### config.mk
export PLATFORM = sky130hd
export DESIGN_NAME = smps_sleep_ctrl
export DESIGN_NICKNAME = d
export VERILOG_FILES = /design/src/rtl/smps_sleep_pkg.sv /design/src/rtl/smps_cfg_reg.sv /design/src/rtl/smps_state_track.sv /design/src/rtl/smps_volt_slot.sv /design/src/rtl/smps_sleep_ctrl.sv
export SDC_FILE = /design/constraint.sdc
export NUM_CORES = 1
export LEC_CHECK = 0
export BUFFER_PORTS_ARGS = -buffer_cell sky130_fd_sc_hd__buf_2
export CAP_MARGIN = 30
export CORE_UTILIZATION = 40
export CTS_BUF_LIST = sky130_fd_sc_hd__clkbuf_16
export CTS_CLUSTER_SIZE = 28
export DETAILED_ROUTE_END_ITERATION = 8
export PLACE_DENSITY = 0.67
export SLEW_MARGIN = 15
export SYNTH_ARGS = -nofsm -noshare
export SYNTH_HDL_FRONTEND = slang
export SYNTH_SLANG_ARGS = --single-unit
### constraint.sdc
create_clock -name clk -period 2.2 [get_ports clk]
set_input_delay 0.22 -clock clk [delete_from_list [all_inputs] [get_ports clk]]
set_output_delay 0.22 -clock clk [all_outputs]
set_load 0.005 [all_outputs]
### src/rtl/smps_sleep_pkg.sv
package smps_sleep_pkg;
  localparam int NUM_REG = 4;
  localparam int CFG_W = 8;
  localparam logic [7:0] CFG_OFFSET = 8'h44;
  localparam logic [CFG_W-1:0] CFG_WMASK = 8'h9F;
  localparam int DEFSEL_BIT = 7;

  typedef enum logic {
    ST_ACTIVE = 1'b0,
    ST_SLEEP  = 1'b1
  } dev_state_e;
endpackage

### src/rtl/smps_cfg_reg.sv
module smps_cfg_reg
  import smps_sleep_pkg::*;
#(
  parameter int ADDR_W = 8
) (
  input  logic              clk,
  input  logic              rst_n,
  input  logic [ADDR_W-1:0] bus_addr,
  input  logic              bus_wr,
  input  logic [CFG_W-1:0]  bus_wdata,
  output logic [CFG_W-1:0]  bus_rdata,
  output logic [NUM_REG-1:0] off_req,
  output logic              def_sel
);
  logic [CFG_W-1:0] cfg_q;
  logic             hit;

  assign hit = (bus_addr == ADDR_W'(CFG_OFFSET));

  always_ff @(posedge clk or negedge rst_n) begin
    if (!rst_n) cfg_q <= '0;
    else if (bus_wr && hit) cfg_q <= bus_wdata & CFG_WMASK;
  end

  assign bus_rdata = hit ? cfg_q : '0;
  assign off_req   = cfg_q[NUM_REG-1:0];
  assign def_sel   = cfg_q[DEFSEL_BIT];

  assert_other_offset_ignored_R3: assert property (@(posedge clk) disable iff (!rst_n)
    (bus_wr && !hit) |=> $stable(cfg_q));
  assert_rsvd_read_zero_R2: assert property (@(posedge clk) disable iff (!rst_n)
    hit |-> (bus_rdata[6:5] == 2'b00));
  assert_write_lands_R2: assert property (@(posedge clk) disable iff (!rst_n)
    (bus_wr && hit) |=> (cfg_q[3:0] == $past(bus_wdata[3:0])));
endmodule

### src/rtl/smps_state_track.sv
module smps_state_track
  import smps_sleep_pkg::*;
(
  input  logic clk,
  input  logic rst_n,
  input  logic go_sleep,
  input  logic go_active,
  output logic in_sleep,
  output logic sleep_entry,
  output logic sleep_exit
);
  dev_state_e state_q;

  assign sleep_entry = go_sleep && (state_q == ST_ACTIVE);
  assign sleep_exit  = go_active && (state_q == ST_SLEEP);
  assign in_sleep    = (state_q == ST_SLEEP);

  always_ff @(posedge clk or negedge rst_n) begin
    if (!rst_n) state_q <= ST_ACTIVE;
    else if (sleep_entry) state_q <= ST_SLEEP;
    else if (sleep_exit) state_q <= ST_ACTIVE;
  end

  assert_entry_sets_sleep_R5: assert property (@(posedge clk) disable iff (!rst_n)
    sleep_entry |=> in_sleep);
  assert_exit_clears_sleep_R4: assert property (@(posedge clk) disable iff (!rst_n)
    sleep_exit |=> !in_sleep);
endmodule

### src/rtl/smps_volt_slot.sv
module smps_volt_slot #(
  parameter int VW = 6,
  parameter logic [VW-1:0] DEF_CODE = '0
) (
  input  logic          clk,
  input  logic          rst_n,
  input  logic          sleep_entry,
  input  logic          sleep_exit,
  input  logic          off_now,
  input  logic          use_def,
  input  logic          code_wr,
  input  logic [VW-1:0] code_wdata,
  output logic [VW-1:0] code_out
);
  logic [VW-1:0] work_q;
  logic [VW-1:0] shadow_q;

  always_ff @(posedge clk or negedge rst_n) begin
    if (!rst_n) begin
      work_q   <= DEF_CODE;
      shadow_q <= DEF_CODE;
    end else begin
      if (sleep_entry) shadow_q <= work_q;
      if (sleep_exit && off_now) work_q <= use_def ? DEF_CODE : shadow_q;
      else if (code_wr) work_q <= code_wdata;
    end
  end

  assign code_out = work_q;

  assert_shadow_capture_R6: assert property (@(posedge clk) disable iff (!rst_n)
    sleep_entry |=> (shadow_q == $past(work_q)));
  assert_wake_default_R6: assert property (@(posedge clk) disable iff (!rst_n)
    (sleep_exit && off_now && use_def) |=> (code_out == DEF_CODE));
  assert_wake_shadow_R7: assert property (@(posedge clk) disable iff (!rst_n)
    (sleep_exit && off_now && !use_def) |=> (code_out == $past(shadow_q)));
  assert_stay_on_keeps_R8: assert property (@(posedge clk) disable iff (!rst_n)
    (sleep_exit && !off_now && !code_wr) |=> $stable(code_out));
  assert_code_write_R9: assert property (@(posedge clk) disable iff (!rst_n)
    (code_wr && !sleep_exit) |=> (code_out == $past(code_wdata)));
endmodule

### src/rtl/smps_sleep_ctrl.sv
module smps_sleep_ctrl
  import smps_sleep_pkg::*;
#(
  parameter int VW = 6,
  parameter logic [NUM_REG*VW-1:0] DEF_CODES = {6'd45, 6'd18, 6'd24, 6'd33}
) (
  input  logic                  clk,
  input  logic                  rst_n,
  input  logic [7:0]            bus_addr,
  input  logic                  bus_wr,
  input  logic [7:0]            bus_wdata,
  output logic [7:0]            bus_rdata,
  input  logic [NUM_REG-1:0]    keep_on,
  input  logic                  go_sleep,
  input  logic                  go_active,
  input  logic [NUM_REG-1:0]    code_wr,
  input  logic [VW-1:0]         code_wdata,
  output logic [NUM_REG-1:0]    reg_en,
  output logic [NUM_REG*VW-1:0] reg_code
);
  logic [NUM_REG-1:0] off_req;
  logic               def_sel;
  logic               in_sleep;
  logic               sleep_entry;
  logic               sleep_exit;

  smps_cfg_reg #(.ADDR_W(8)) u_cfg (
    .clk(clk), .rst_n(rst_n), .bus_addr(bus_addr), .bus_wr(bus_wr),
    .bus_wdata(bus_wdata), .bus_rdata(bus_rdata), .off_req(off_req), .def_sel(def_sel)
  );

  smps_state_track u_state (
    .clk(clk), .rst_n(rst_n), .go_sleep(go_sleep), .go_active(go_active),
    .in_sleep(in_sleep), .sleep_entry(sleep_entry), .sleep_exit(sleep_exit)
  );

  for (genvar i = 0; i < NUM_REG; i++) begin : g_reg
    assign reg_en[i] = !(in_sleep && off_req[i] && !keep_on[i]);

    smps_volt_slot #(.VW(VW), .DEF_CODE(DEF_CODES[i*VW +: VW])) u_slot (
      .clk(clk), .rst_n(rst_n), .sleep_entry(sleep_entry), .sleep_exit(sleep_exit),
      .off_now(!reg_en[i]), .use_def(def_sel), .code_wr(code_wr[i]),
      .code_wdata(code_wdata), .code_out(reg_code[i*VW +: VW])
    );

    assert_keep_on_holds_R5: assert property (@(posedge clk) disable iff (!rst_n)
      (in_sleep && keep_on[i]) |-> reg_en[i]);
  end

  assert_active_all_on_R4: assert property (@(posedge clk) disable iff (!rst_n)
    !in_sleep |-> (&reg_en));
endmodule

### Yosys cells after proc, flatten, opt, wreduce, memory -nomap -nowiden

Cells that the tools add are included.

* equal/unequal tests: 1
* muxes and demuxes: 15
* bitwise operators: 1
* reduce and logical (&&, ||, !) cells: 28

Operators by type and width (number)
* 2-to-1 mux 6 bit: 12
* logical AND 1 bit: 15
* nonzero test 2 bit: 5
* == test 8 x 7 -> 1 bit, second input constant: 1
* zero test 1 bit: 8
* 2-to-1 mux 8 bit: 1
* 2-to-1 mux 1 bit: 2
* inverter 1 bit: 1

* register bits: 55
* word-level logic and storage cells: 55

### Depth between registers and ports, before layout

* depth in word-level cells: 4
* gate-level depth with buffers: 5
* depth with buffers taken out: 3

### Hierarchy

From an unflattened synthesis, not the netlist that was laid out.

* cells, all modules: 200
* area, all modules: 2797.7 um2

By module, submodules not included
* smps_volt_slot at g_reg[0].u_slot ...: times used 3, cells an instance 39, area each 576.8 um2, sequential area each 305.3 um2
* smps_volt_slot at g_reg[3].u_slot: times used 1, cells an instance 39, area each 576.8 um2, sequential area each 310.3 um2
* smps_cfg_reg: times used 1, cells an instance 31, area each 374.1 um2, sequential area each 150.1 um2
* smps_sleep_ctrl: times used 1, cells an instance 8, area each 65.1 um2, sequential area each 0.0 um2
* smps_state_track: times used 1, cells an instance 5, area each 51.3 um2, sequential area each 25.0 um2

### Least setup slack after synthesis

Ideal clock, no wire load.

* path type: flip-flop to flip-flop
* from: register u_state.state_q (netlist: u_state.in_sleep)
* to: register g_reg[0].u_slot.shadow_q[1]
* arrival: 1.141 ns
* data required time: 2.075 ns
* slack: 0.934 ns
* cell stages (with the launch flop): 5
* cells stage by stage: dfrtp_1 -> nor2b_1 -> buf_2 -> buf_2 -> mux2_2

* cells in the longest elaborated chain, start to end: 2

Ends and longest elaborated chain
* start: declaration: line smps_state_track.sv:12 `dev_state_e state_q;`
* start signal: assignment: line smps_state_track.sv:19 `if (!rst_n) state_q <= ST_ACTIVE;`
* start signal: assignment: line smps_state_track.sv:20 `else if (sleep_entry) state_q <= ST_SLEEP;`
* start signal: assignment: line smps_state_track.sv:21 `else if (sleep_exit) state_q <= ST_ACTIVE;`
* inverter 1 bit: line smps_state_track.sv:14 `assign sleep_entry = go_sleep && (state_q == ST_ACTIVE);`
* logical AND 1 bit: line smps_state_track.sv:14
* end signal: assignment: line smps_volt_slot.sv:23 `if (sleep_entry) shadow_q <= work_q;`
* end: declaration: line smps_volt_slot.sv:16 `logic [VW-1:0] shadow_q;`

No other way between the ends.
A chain may end at the register's enable or synchronous reset.

### Worst setup path after layout

* from: register u_state.state_q (netlist: u_state.in_sleep)
* to: register g_reg[0].u_slot.work_q[2]

* cells in the longest elaborated chain, start to end: 4
* elaborated cells on any way between the ends: 6

Ends and longest elaborated chain
* logical AND 1 bit (2 in a row): line smps_sleep_ctrl.sv:38 `assign reg_en[i] = !(in_sleep && off_req[i] && !keep_on[i]);`
* logical AND 1 bit (*): line smps_volt_slot.sv:24 `if (sleep_exit && off_now) work_q <= use_def ? DEF_CODE : shadow_q;`
* 2-to-1 mux 6 bit / nonzero test 2 bit (equally long branches)
* end signal: assignment: line smps_volt_slot.sv:24
* end signal: assignment: line smps_volt_slot.sv:25 `else if (code_wr) work_q <= code_wdata;`
* end: declaration: line smps_volt_slot.sv:15 `logic [VW-1:0] work_q;`

Every way passes the cells marked *; elsewhere a longest branch is shown, timed or not.

==> run_results.csv <==
group,metric,value,unit
timing,clock-skew-final,0.003544,ns
timing,relSlewSlack,63.27,%
run,max_cap_viols,0,
placed_design,place_inst,326,
timing,final.setup.tns,0,ns
route,drc,0,
cts,cts_htree_levels,2,
global_routing,maximum_number_of_pins_on_one_net_before_global_route_repair,34,
timing,timing_worst_slew_pin_value,0.5481,ns
route,first_iter_violations,55,
global_routing,grt_overflow_total,0,
timing,period_minus_slack,1.554,ns
layout,multi_input_area,1008,µm²
floorplan,initial_core_utilization,41.72,%
floorplan,die_area,6531,µm²
layout,flow.area_growth_from_synthesis,21.55,%
synth,synth_edf_count,0,
placed_design,place_congestion,0.7321,
global_routing,grt_first_pass_wirelength,8335,µm
floorplan,io-pin-count,71,
timing,timing_hold_violations_final,0,
route,post_drt_via_cell_ratio,5.167,
cts,clkSinkCount,55,
timing,fmax,0.6435,GHz
critical_path,critical_path.endpoint_type,"register",
synth,post_synthesis_cell_area,2485,µm²
timing,grt_setup_unrepaired,"false",
layout,layout.cells.most_common,"sky130_fd_sc_hd__buf_2",
floorplan,chipHeight,80.82,µm
cts,cts_max_path_buffers,2,
global_routing,vias_in_the_first_global_route,1630,
synth,synth.top_cells.by_area,"sky130_fd_sc_hd__dfrtp_1 (35%), sky130_fd_sc_hd__dfstp_2 (21%), sky130_fd_sc_hd__mux2_2 (13%), sky130_fd_sc_hd__mux2i_1 (9.7%), sky130_fd_sc_hd__a21oi_1 (7.9%)",
layout,layout.area.seq,1401,µm²
layout,layout-drive-gt1-share,48.85,%
min_path,hp_class,"in -> reg",
synth,ys_types,21,
global_routing,antenna_found_initial,0,
route,detail-route-antenna-nets,0,
route,vias,1731,
timing,timing.final.crit_share,70.63,%
synth,yosys_most_used_dff,"sky130_fd_sc_hd__dfrtp_1",
cts,latest_clock_arrival_within_the_worst_skew_pair,0.29,ns
synth,library_cell_with_the_largest_summed_area_after_synthesis,"sky130_fd_sc_hd__dfrtp_1",
floorplan,floorplan.die.width,80.82,µm
synth,yosysSeqAreaShare,56.39,%
synth,synth-seq-cells,55,
synth,synth_cells,197,
cts,cts_made_buffers,5,
placed_design,port-buffer-count,66,
layout,nets_finish,294,
status,run_status,"finished, final reports clean",
power,power_density,826.9,nW/µm²
route,drt-wirelength-per-cell,15.78,µm
critical_path,cp_data_arrival_time,1.70,ns
critical_path,cp_data_required_time,2.35,ns
synth,yosys_warnings,0,
route,final_wl,5287,µm
cts,clk_pin_slew_worst_paths,0.06,ns
layout,n_fill_cell,537,
critical_path,timing.setup.critical_path_class,"reg -> reg",
critical_path,worst-r2r-cell-count,3,
timing,finalMaxSlewViolations,0,
synth,syn_avg_cell_area,12.61,µm²
cts,clk_root_buffer_cell,"sky130_fd_sc_hd__clkbuf_16",
cts,cts_tree,"done",
timing,final_setup_violating_endpoints,0,
floorplan,placementRows,28,
synth,synth-async-reset-ratio,100.0,%
critical_path,critical_path.max_fanout,12,
critical_path,setup.worst_path.start_class,"register",
power,power_leakage,1.404,nW
layout,num_antenna_cells,0,
synth,synth_top_area_share,35.25,%
cts,postCtsResizedCells,0,
layout,layout_common_cells,"sky130_fd_sc_hd__buf_2 (66), sky130_fd_sc_hd__a21oi_1 (39), sky130_fd_sc_hd__dfrtp_1 (35)",
power,peakVddDrop,0.0004376,V
min_path,timing.hold.worst_path_depth,2,
global_routing,track_usage,17.47,%
layout,final-instance-count-excl-fill,335,
placed_design,place_hpwl,3659,µm
floorplan,design.core.area,5956,µm²
route,drt_pre_antenna_iters,4,
-- worst paths after layout --
kind	start	end	slack, ns
min reg2reg	u_cfg.cfg_q[4]	u_cfg.cfg_q[4]	0.49
max reg2reg	u_state.in_sleep	g_reg[0].u_slot.code_out[2]	0.65
max in group asynchronous	rst_n	g_reg[3].u_slot.shadow_q[2]	1.13
max	u_state.in_sleep	g_reg[0].u_slot.code_out[2]	0.65
min in group asynchronous	rst_n	g_reg[2].u_slot.code_out[3]	0.44
min	bus_wdata[4]	u_cfg.cfg_q[4]	0.14
-- Yosys cell counts, types with 2 or more instances --
master	number
sky130_fd_sc_hd__nor3_1	10
sky130_fd_sc_hd__nor2_1	2
sky130_fd_sc_hd__buf_4	2
sky130_fd_sc_hd__buf_2	8
sky130_fd_sc_hd__mux2i_1	24
sky130_fd_sc_hd__a21oi_1	39
sky130_fd_sc_hd__clkbuf_1	2
sky130_fd_sc_hd__nand4b_1	4
sky130_fd_sc_hd__buf_1	4
sky130_fd_sc_hd__nand3b_1	4
sky130_fd_sc_hd__and2_1	6
sky130_fd_sc_hd__mux2_2	28
sky130_fd_sc_hd__mux2_1	2
sky130_fd_sc_hd__dfrtp_1	35
sky130_fd_sc_hd__dfstp_2	20
sky130_fd_sc_hd__nor2b_1	2
-- layer usage --
metal	vias to the layer above	part of all wire (%)	routed length [µm]	global-route usage, %
li1	827	-	-	-
met1	856	44	2304	22.89
met2	42	51	2702	28.15
met3	6	4.2	221	4.157
met4	0	1.1	57	6.250
met5	-	0	0	0
-- worst max-delay path, cell delays in order (launching register included) --
cell	delay [ns]
sky130_fd_sc_hd__dfrtp_1	0.54
sky130_fd_sc_hd__nand4b_1	0.51
sky130_fd_sc_hd__a21oi_1	0.29
sky130_fd_sc_hd__a21oi_1	0.06
-- stage by stage --
step,utilization [%],total power [mW],area (µm²),setup WS [ns],hold slack [ns]
after global placement,48.24,1.752,2873,0.6984,0.2312
after global routing,50.71,2.630,3020,0.5052,0.1481
after CTS,50.71,2.526,3020,0.6439,0.1443
after floorplan,-,1.609,2489,0.9339,-0.07559
after detailed placement,48.24,1.775,2873,0.6468,0.2327
final,50.71,2.498,3020,0.6461,0.1435
-- cell type report --
type	count	share of cell area, %
Sequential cell	55	46.40
Tap cell	75	3.107
Timing Repair Buffer	70	12.43
Inverter	1	0.1243
Multi-Input combinational cell	126	33.39
Clock inverter	3	0.4142
Clock buffer	5	4.142
-- report_power, final --
group	internal (mW)	switching [mW]	total (mW)
logic	0.222	0.162	0.384
registers	1.26	0.111	1.37
clock network	0.412	0.335	0.747
total	1.89	0.608	2.50
-- sequential cells by signal, summed over array words and instances (netlist names) --
name	count
u_cfg.cfg_q	6
u_state.in_sleep	1
g.u_slot.code_out	24
g.u_slot.shadow_q	24
-- repair_timing --
| item | 4_1_cts | 5_1_grt |
|---|---|---|
| hold buffers | 1 | 0 |
| setup endpoints to repair | 0 | 0 |
| hold endpoints to repair | 16 | 0 |
| buffers inserted | 0 | 0 |
-- logic make-up after synthesis --
family                 after synthesis  share of synthesized area (%)
multiplexers                        54                          23.26
buffers and inverters               17                          3.273
AND/OR/NAND/NOR                     31                          9.064
other                                1                         0.1509
flip-flops                          55                          56.39
AO/OA/AOI/OAI                       39                          7.855
Power figures use the tool's default switching activity.
